===== src/rtl/ts_pkg.sv =====
package ts_pkg;
  localparam int RING_CELLS = 16;
  localparam int COARSE_W   = 15;
  localparam logic [COARSE_W-1:0] LFSR_TAPS = 15'h6000;
  localparam logic [COARSE_W-1:0] LFSR_SEED = 15'h0001;

  typedef enum logic [1:0] {
    ST_IDLE   = 2'd0,
    ST_SEARCH = 2'd1,
    ST_OUT    = 2'd2
  } ts_state_e;
endpackage


===== src/rtl/ring_phase_decode.sv =====
module ring_phase_decode #(
  parameter int CELLS  = 16,
  parameter int FINE_W = $clog2(2*CELLS)
) (
  input  logic [CELLS-1:0]  ring,
  output logic [FINE_W-1:0] fine,
  output logic              legal
);
  logic [CELLS-1:0]  folded;
  logic [FINE_W-2:0] ones;

  always_comb begin
    folded = ring[CELLS-1] ? ~ring : ring;
    legal  = ((folded & (folded + 1'b1)) == '0) && !folded[CELLS-1];
    ones   = '0;
    for (int i = 0; i < CELLS; i++) begin
      ones = ones + {{(FINE_W-2){1'b0}}, folded[i]};
    end
    fine = legal ? {~ring[CELLS-1], ones} : '0;
  end
endmodule


===== src/rtl/coarse_pick.sv =====
module coarse_pick #(
  parameter int CELLS  = 16,
  parameter int FINE_W = $clog2(2*CELLS),
  parameter int CW     = 15
) (
  input  logic [FINE_W-1:0] fine,
  input  logic [CW-1:0]     rise_val,
  input  logic [CW-1:0]     fall_val,
  output logic [CW-1:0]     picked,
  output logic              use_fall
);
  localparam int LO = CELLS/2;
  localparam int HI = CELLS/2 + CELLS - 1;

  always_comb begin
    use_fall = !((int'(fine) >= LO) && (int'(fine) <= HI));
    picked   = use_fall ? fall_val : rise_val;
  end
endmodule


===== src/rtl/lfsr_rank_engine.sv =====
module lfsr_rank_engine #(
  parameter int            CW   = 15,
  parameter logic [CW-1:0] TAPS = 15'h6000,
  parameter logic [CW-1:0] SEED = 15'h0001
) (
  input  logic          clk,
  input  logic          rst,
  input  logic          start,
  input  logic [CW-1:0] target,
  output logic          done,
  output logic          timeout,
  output logic [CW-1:0] index
);
  localparam logic [CW-1:0] LAST_IDX = {{(CW-1){1'b1}}, 1'b0};

  logic          running;
  logic [CW-1:0] walker;
  logic [CW-1:0] count;
  logic [CW-1:0] goal;

  always_ff @(posedge clk) begin
    if (rst) begin
      running <= 1'b0;
      done    <= 1'b0;
      timeout <= 1'b0;
      walker  <= SEED;
      count   <= '0;
      goal    <= '0;
      index   <= '0;
    end else begin
      done    <= 1'b0;
      timeout <= 1'b0;
      if (start) begin
        running <= 1'b1;
        walker  <= SEED;
        count   <= '0;
        goal    <= target;
      end else if (running) begin
        if (walker == goal) begin
          running <= 1'b0;
          done    <= 1'b1;
          index   <= count;
        end else if (count == LAST_IDX) begin
          running <= 1'b0;
          timeout <= 1'b1;
        end else begin
          walker <= {walker[CW-2:0], ^(walker & TAPS)};
          count  <= count + 1'b1;
        end
      end
    end
  end
endmodule


===== src/rtl/ts_decoder_top.sv =====
module ts_decoder_top
  import ts_pkg::*;
#(
  parameter int            CELLS  = RING_CELLS,
  parameter int            CW     = COARSE_W,
  parameter logic [CW-1:0] TAPS   = LFSR_TAPS,
  parameter logic [CW-1:0] SEED   = LFSR_SEED,
  parameter int            FINE_W = $clog2(2*CELLS),
  parameter int            OUT_W  = CW + FINE_W
) (
  input  logic             clk,
  input  logic             rst,
  input  logic             in_valid,
  output logic             in_ready,
  input  logic [CELLS-1:0] ring_state,
  input  logic [CW-1:0]    coarse_rise,
  input  logic [CW-1:0]    coarse_fall,
  output logic             out_valid,
  input  logic             out_ready,
  output logic [OUT_W-1:0] out_data,
  output logic             out_err_pattern,
  output logic             out_err_timeout
);
  localparam logic [CW-1:0] LAST_IDX = {{(CW-1){1'b1}}, 1'b0};

  ts_state_e         state;
  logic [FINE_W-1:0] dec_fine;
  logic              dec_legal;
  logic [CW-1:0]     pick_val;
  logic              pick_fall;
  logic              accept;
  logic              eng_done;
  logic              eng_timeout;
  logic [CW-1:0]     eng_index;
  logic [FINE_W-1:0] hold_fine;
  logic              hold_bad;
  logic              hold_fall;
  logic [CW-1:0]     adj_index;

  ring_phase_decode #(.CELLS(CELLS), .FINE_W(FINE_W)) u_phase (
    .ring  (ring_state),
    .fine  (dec_fine),
    .legal (dec_legal)
  );

  coarse_pick #(.CELLS(CELLS), .FINE_W(FINE_W), .CW(CW)) u_pick (
    .fine     (dec_fine),
    .rise_val (coarse_rise),
    .fall_val (coarse_fall),
    .picked   (pick_val),
    .use_fall (pick_fall)
  );

  assign in_ready = (state == ST_IDLE);
  assign accept   = in_valid && in_ready;

  lfsr_rank_engine #(.CW(CW), .TAPS(TAPS), .SEED(SEED)) u_rank (
    .clk     (clk),
    .rst     (rst),
    .start   (accept),
    .target  (pick_val),
    .done    (eng_done),
    .timeout (eng_timeout),
    .index   (eng_index)
  );

  always_comb begin
    adj_index = eng_index;
    if (hold_fall) begin
      adj_index = (eng_index == LAST_IDX) ? '0 : eng_index + 1'b1;
    end
  end

  always_ff @(posedge clk) begin
    if (rst) begin
      state           <= ST_IDLE;
      hold_fine       <= '0;
      hold_bad        <= 1'b0;
      hold_fall       <= 1'b0;
      out_valid       <= 1'b0;
      out_data        <= '0;
      out_err_pattern <= 1'b0;
      out_err_timeout <= 1'b0;
    end else begin
      case (state)
        ST_IDLE: begin
          if (accept) begin
            hold_fine <= dec_fine;
            hold_bad  <= !dec_legal;
            hold_fall <= pick_fall;
            state     <= ST_SEARCH;
          end
        end
        ST_SEARCH: begin
          if (eng_done || eng_timeout) begin
            out_valid       <= 1'b1;
            out_err_pattern <= hold_bad;
            out_err_timeout <= eng_timeout;
            out_data        <= {(eng_timeout ? {CW{1'b0}} : adj_index), hold_fine};
            state           <= ST_OUT;
          end
        end
        ST_OUT: begin
          if (out_ready) begin
            out_valid <= 1'b0;
            state     <= ST_IDLE;
          end
        end
        default: state <= ST_IDLE;
      endcase
    end
  end
endmodule


===== config.mk =====
export PLATFORM = sky130hd
export DESIGN_NAME = ts_decoder_top
export DESIGN_NICKNAME = d
export VERILOG_FILES = /design/src/rtl/ts_pkg.sv /design/src/rtl/ring_phase_decode.sv /design/src/rtl/coarse_pick.sv /design/src/rtl/lfsr_rank_engine.sv /design/src/rtl/ts_decoder_top.sv
export SDC_FILE = /design/constraint.sdc
export NUM_CORES = 1
export LEC_CHECK = 0
export ABC_CLOCK_PERIOD_IN_PS = 12300
export BUFFER_PORTS_ARGS = -buffer_cell sky130_fd_sc_hd__buf_2
export CAP_MARGIN = 20
export CORE_ASPECT_RATIO = 1.2
export CORE_UTILIZATION = 45
export CTS_CLUSTER_DIAMETER = 30
export CTS_CLUSTER_SIZE = 30
export DETAILED_ROUTE_END_ITERATION = 16
export PLACE_DENSITY_LB_ADDON = 0.25
export SETUP_SLACK_MARGIN = 0.05
export SYNTH_ARGS = -nofsm -noshare
export SYNTH_HDL_FRONTEND = slang
export SYNTH_SLANG_ARGS = --single-unit

===== constraint.sdc =====
create_clock -name clk -period 12.3 [get_ports clk]
set_clock_uncertainty 0.15 [all_clocks]
set_input_delay 2.46 -clock clk [delete_from_list [all_inputs] [get_ports clk]]
set_output_delay 2.46 -clock clk [all_outputs]
set_load 0.01 [all_outputs]

==> run summary <==
The count of pins over their slew limit came out at 0. For this block, the routed nets add up to 11200 um of wire. Signal routing reaches up to met5. The number of antenna diodes in the final layout is 0. The tools report the number of gates resized after cts as 0.

The run finished with clean final reports. The area inside the core boundary is 10700 um2. The number of nets in the synthesized netlist is 659.

The final-report hold violation count is 0. Setup repair after global routing left no endpoint under its margin. Of all nets on the critical path, the largest fanout is 39.

The number of placed instances, taps included, is 758. The filler cells instantiated in the layout total 1001. The length of routed met3 wiring is 477 um, and the die width is 98.6 um. The number of enable-type register cells in the synthesized netlist was 0.

The worst setup path is captured at a flip-flop. Dividing the detail-routed wire length by the instance count gives 14.5 um. The power per cell area is 138 nW/um2.

Yosys attributes the largest share of cell area to sky130_fd_sc_hd__dfxtp_1 38%, sky130_fd_sc_hd__mux2i_1 7.5%, sky130_fd_sc_hd__nor2_1 6.6%. The placed wire-length estimate after detailed placement came out at 7990 um. The die is 118 um tall.

The distinct cell type count of the synthesized netlist was 53. The wire length on met2 is 5670 um, and the number of standard cells in the final layout excluding fillers is 776. The headroom to the max-slew limit was 31.4%; the DRC violation count after routing was 0. The run gives 5040 um2 as the cell area after synthesis. In the synthesized netlist the async set-or-reset flop fraction comes to 0%. Subtracting the final worst setup slack from the clock period gives 6.93 ns. Global routing finished with a remaining overflow of 0. The tool flagged a number of max-cap violations equal to 0. Type of the worst setup path: in2reg. The logs give 2900 um2 for the footprint of the multi-input gates and 144 MHz for the maximum clock frequency. The critical hold path startpoint is out_data[10]$_SDFFE_PP0P_. Leaving out fill and tap cells, the most frequent cell in the layout is sky130_fd_sc_hd__dfxtp_1. The post-CTS setup-driven buffer insertion count is 0. Setup violations remaining at the end of the flow were counted as 0. The synthesis warning total was 0.

The die outline area was 11600 um2. After layout, the worst path uses 56.3% of the clock period. The run gives 0 ns as the aggregate negative setup slack. TritonCTS built the clock tree. The final route contains 4338 vias.

For the weighted congestion at the end of routability-driven global placement, the log shows 0.825. sky130_fd_sc_hd__dfxtp_1 takes more of the synthesized area than any other cell. In the final layout, flip-flops and latches occupy 1900 um2.

The initial antenna violation count came out at 1. The via density per instance is 5.59, and the cell depth of the worst min-delay path is 2. Synthesis handed over a netlist of 591 instances.

The first detailed-routing pass ran for 4 iterations. The first routing iteration left 117 violations. The tools report the buffer cell driving the clock tree root as sky130_fd_sc_hd__clkbuf_16. A synthesized cell averages 8.53 um2. Clock-pin slew was measured on the worst setup and hold paths at 0.07 ns. The global-route wire length before repair was 19100 um; the area added between synthesis and finish was 14.4%. The flip-flop and latch count after synthesis works out to 95.

The worst hold path class was reg2reg. The slew at the pin closest to its max-slew limit works out to 1.03 ns. Number of nets in the final layout: 711.

The via count of the first global-routing pass is 4073, and the final hold slack is 0.304 ns. The startpoint identified for the worst register-to-register timing path is u_rank.count[2]$_SDFFE_PP0P_. Entering global routing, the biggest net connects 49 pins. The met1 routed wirelength after detailed routing came out at 4880 um. In the synthesized netlist the dominant register cell turns out to be sky130_fd_sc_hd__dfxtp_1.

The maximum vdd drop was 0.0000700 V; the maximum buffer depth of the clock tree was 2. The count of nets left with antenna violations after detail routing was 0; the sequential-to-total area share from yosys stat was 37.7%. TritonCTS created 9 clock buffers. The internal reg-to-reg setup slack is 9.65 ns. The endpoint identified for the worst register-to-register timing path is u_rank.count[14]$_SDFFE_PP0P_. For hold timing, the worst endpoint is out_data[10]$_SDFFE_PP0P_.

The logs give 7.05 ns for the data arrival time of the worst path and 74 for the number of top-level design ports. The H-tree was split into 3 levels. For this design, the CTS-stage hold fixing added 0 buffers.

The initial utilization of the core area, before any placement, comes to 47.0%. The initialized floorplan defines 41 standard-cell rows. The tools report the leakage component of the power as 2.34 nW.

The number of port buffers was 73; the final cell area excluding filler cells was 5770 um2. After detailed placement, the total cell area comes to 5420 um2. STA classifies the critical path startpoint as a primary input.

The tools report the TritonCTS sink count as 95. The area fraction of the dominant cell type after synthesis works out to 37.7%. The clock insertion delay at the later pin of the skew report is 0.34 ns, and the worst reg-to-reg path cell count is 8. For this run, the share of the core covered by cells in the final layout is 53.8%. Cells with a size suffix above 1 make up 15.8% of the layout.

STA puts the critical path data required time at 12.42 ns. Global routing consumed, over all layers together, 20.1% of the routing resources. The library cells used most frequently in the layout, excluding fill and tap cells, are 95 x sky130_fd_sc_hd__dfxtp_1, 89 x sky130_fd_sc_hd__nor2_1, 73 x sky130_fd_sc_hd__buf_2, 38 x sky130_fd_sc_hd__o21ai_0, 38 x sky130_fd_sc_hd__mux2i_1.
-- cell type report --
type / count / share of cell area, %
clock buffers: 11 / 4.21
clock inverters: 4 / 0.933
inverters: 18 / 1.17
multi-input cells: 439 / 50.2
flip-flops and latches: 95 / 33.0
well taps: 129 / 2.80
repair buffers: 80 / 7.68
-- power breakdown --
part           switching, mW  internal, mW
Clock                  0.116         0.163
Sequential           0.00499         0.313
Combinational          0.120        0.0775
Total                  0.242         0.554
-- Yosys cell counts (3+ instances only) --
| cell | n |
|---|---|
| sky130_fd_sc_hd__dfxtp_1 | 95 |
| sky130_fd_sc_hd__nor2_1 | 89 |
| sky130_fd_sc_hd__mux2i_1 | 38 |
| sky130_fd_sc_hd__o21ai_0 | 38 |
| sky130_fd_sc_hd__nand2_1 | 35 |
| sky130_fd_sc_hd__xor2_1 | 30 |
| sky130_fd_sc_hd__xnor2_1 | 29 |
| sky130_fd_sc_hd__clkbuf_1 | 25 |
| sky130_fd_sc_hd__nand4_1 | 25 |
| sky130_fd_sc_hd__nor3_1 | 21 |
| sky130_fd_sc_hd__inv_1 | 18 |
| sky130_fd_sc_hd__a31oi_1 | 17 |
| sky130_fd_sc_hd__a22oi_1 | 14 |
| sky130_fd_sc_hd__nand3_1 | 13 |
| sky130_fd_sc_hd__a21oi_1 | 12 |
| sky130_fd_sc_hd__ha_1 | 11 |
| sky130_fd_sc_hd__buf_2 | 7 |
| sky130_fd_sc_hd__fa_1 | 7 |
| sky130_fd_sc_hd__nand2b_1 | 7 |
| sky130_fd_sc_hd__nor4_1 | 6 |
| sky130_fd_sc_hd__or3_1 | 5 |
| sky130_fd_sc_hd__nor2b_1 | 4 |
| sky130_fd_sc_hd__a32oi_1 | 3 |
| sky130_fd_sc_hd__and3_1 | 3 |
| sky130_fd_sc_hd__buf_1 | 3 |
-- per-stage QoR --
stage	setup slack [ns]	power, mW
final	5.37	0.795
after global routing	5.09	0.843
after CTS	4.88	0.790
after detailed placement	4.53	0.513
after global placement	4.70	0.500
after floorplan	4.74	0.463
-- critical path, cell delays in order --
cell                      delay [ns]
sky130_fd_sc_hd__buf_2          0.56
sky130_fd_sc_hd__xor2_1         0.27
sky130_fd_sc_hd__fa_1           0.46
sky130_fd_sc_hd__ha_1           0.29
sky130_fd_sc_hd__inv_1          0.05
sky130_fd_sc_hd__fa_1           0.50
sky130_fd_sc_hd__fa_1           0.54
sky130_fd_sc_hd__inv_1          0.06
sky130_fd_sc_hd__fa_1           0.44
sky130_fd_sc_hd__a21o_1         0.17
sky130_fd_sc_hd__a21oi_1        0.17
sky130_fd_sc_hd__xnor2_1        0.14
sky130_fd_sc_hd__xnor2_1        0.33
sky130_fd_sc_hd__buf_4          0.27
sky130_fd_sc_hd__nand4_1        0.11
sky130_fd_sc_hd__a31oi_1        0.21
-- cells by family after synthesis --
kind of cell	count (synthesis)	share of synthesized area, %
simple gates	220	21.0
flops	95	37.7
mux	38	7.55
compound gates	104	13.1
buf+inv	57	4.87
xor+xnor	59	10.3
fa+ha+maj	18	5.51
-- registers in the layout (all words and copies together), names as in the netlist --
register         flops
out_data            20
u_rank.count        15
u_rank.goal         15
u_rank.index        15
u_rank.walker       15
hold_fine            5
state                2
hold_bad             1
hold_fall            1
out_err_pattern      1
out_err_timeout      1
out_valid            1
u_rank.done          1
u_rank.running       1
u_rank.timeout       1
-- worst max-delay path by stage --
stage / slack, ns / startpoint / cells past startpoint / to
detailed placement: 4.53 / ring_state[15] / 15 / u_rank.goal[12]$_SDFFE_PP0P_
floorplan: 4.74 / ring_state[15] / 19 / u_rank.goal[0]$_SDFFE_PP0P_
global placement: 4.70 / ring_state[15] / 15 / u_rank.goal[0]$_SDFFE_PP0P_
global route: 5.09 / ring_state[15] / 16 / u_rank.goal[8]$_SDFFE_PP0P_
finish: 5.37 / ring_state[15] / 16 / u_rank.goal[2]$_SDFFE_PP0P_
CTS: 4.88 / ring_state[15] / 15 / u_rank.goal[12]$_SDFFE_PP0P_
-- metal layers --
metal	up-vias	global-route usage (%)
li1	2171	-
met1	2047	24.1
met2	100	35.7
met3	18	4.33
met4	2	5.88
met5	-	0
No activity file was read; power rests on OpenSTA's default activity.
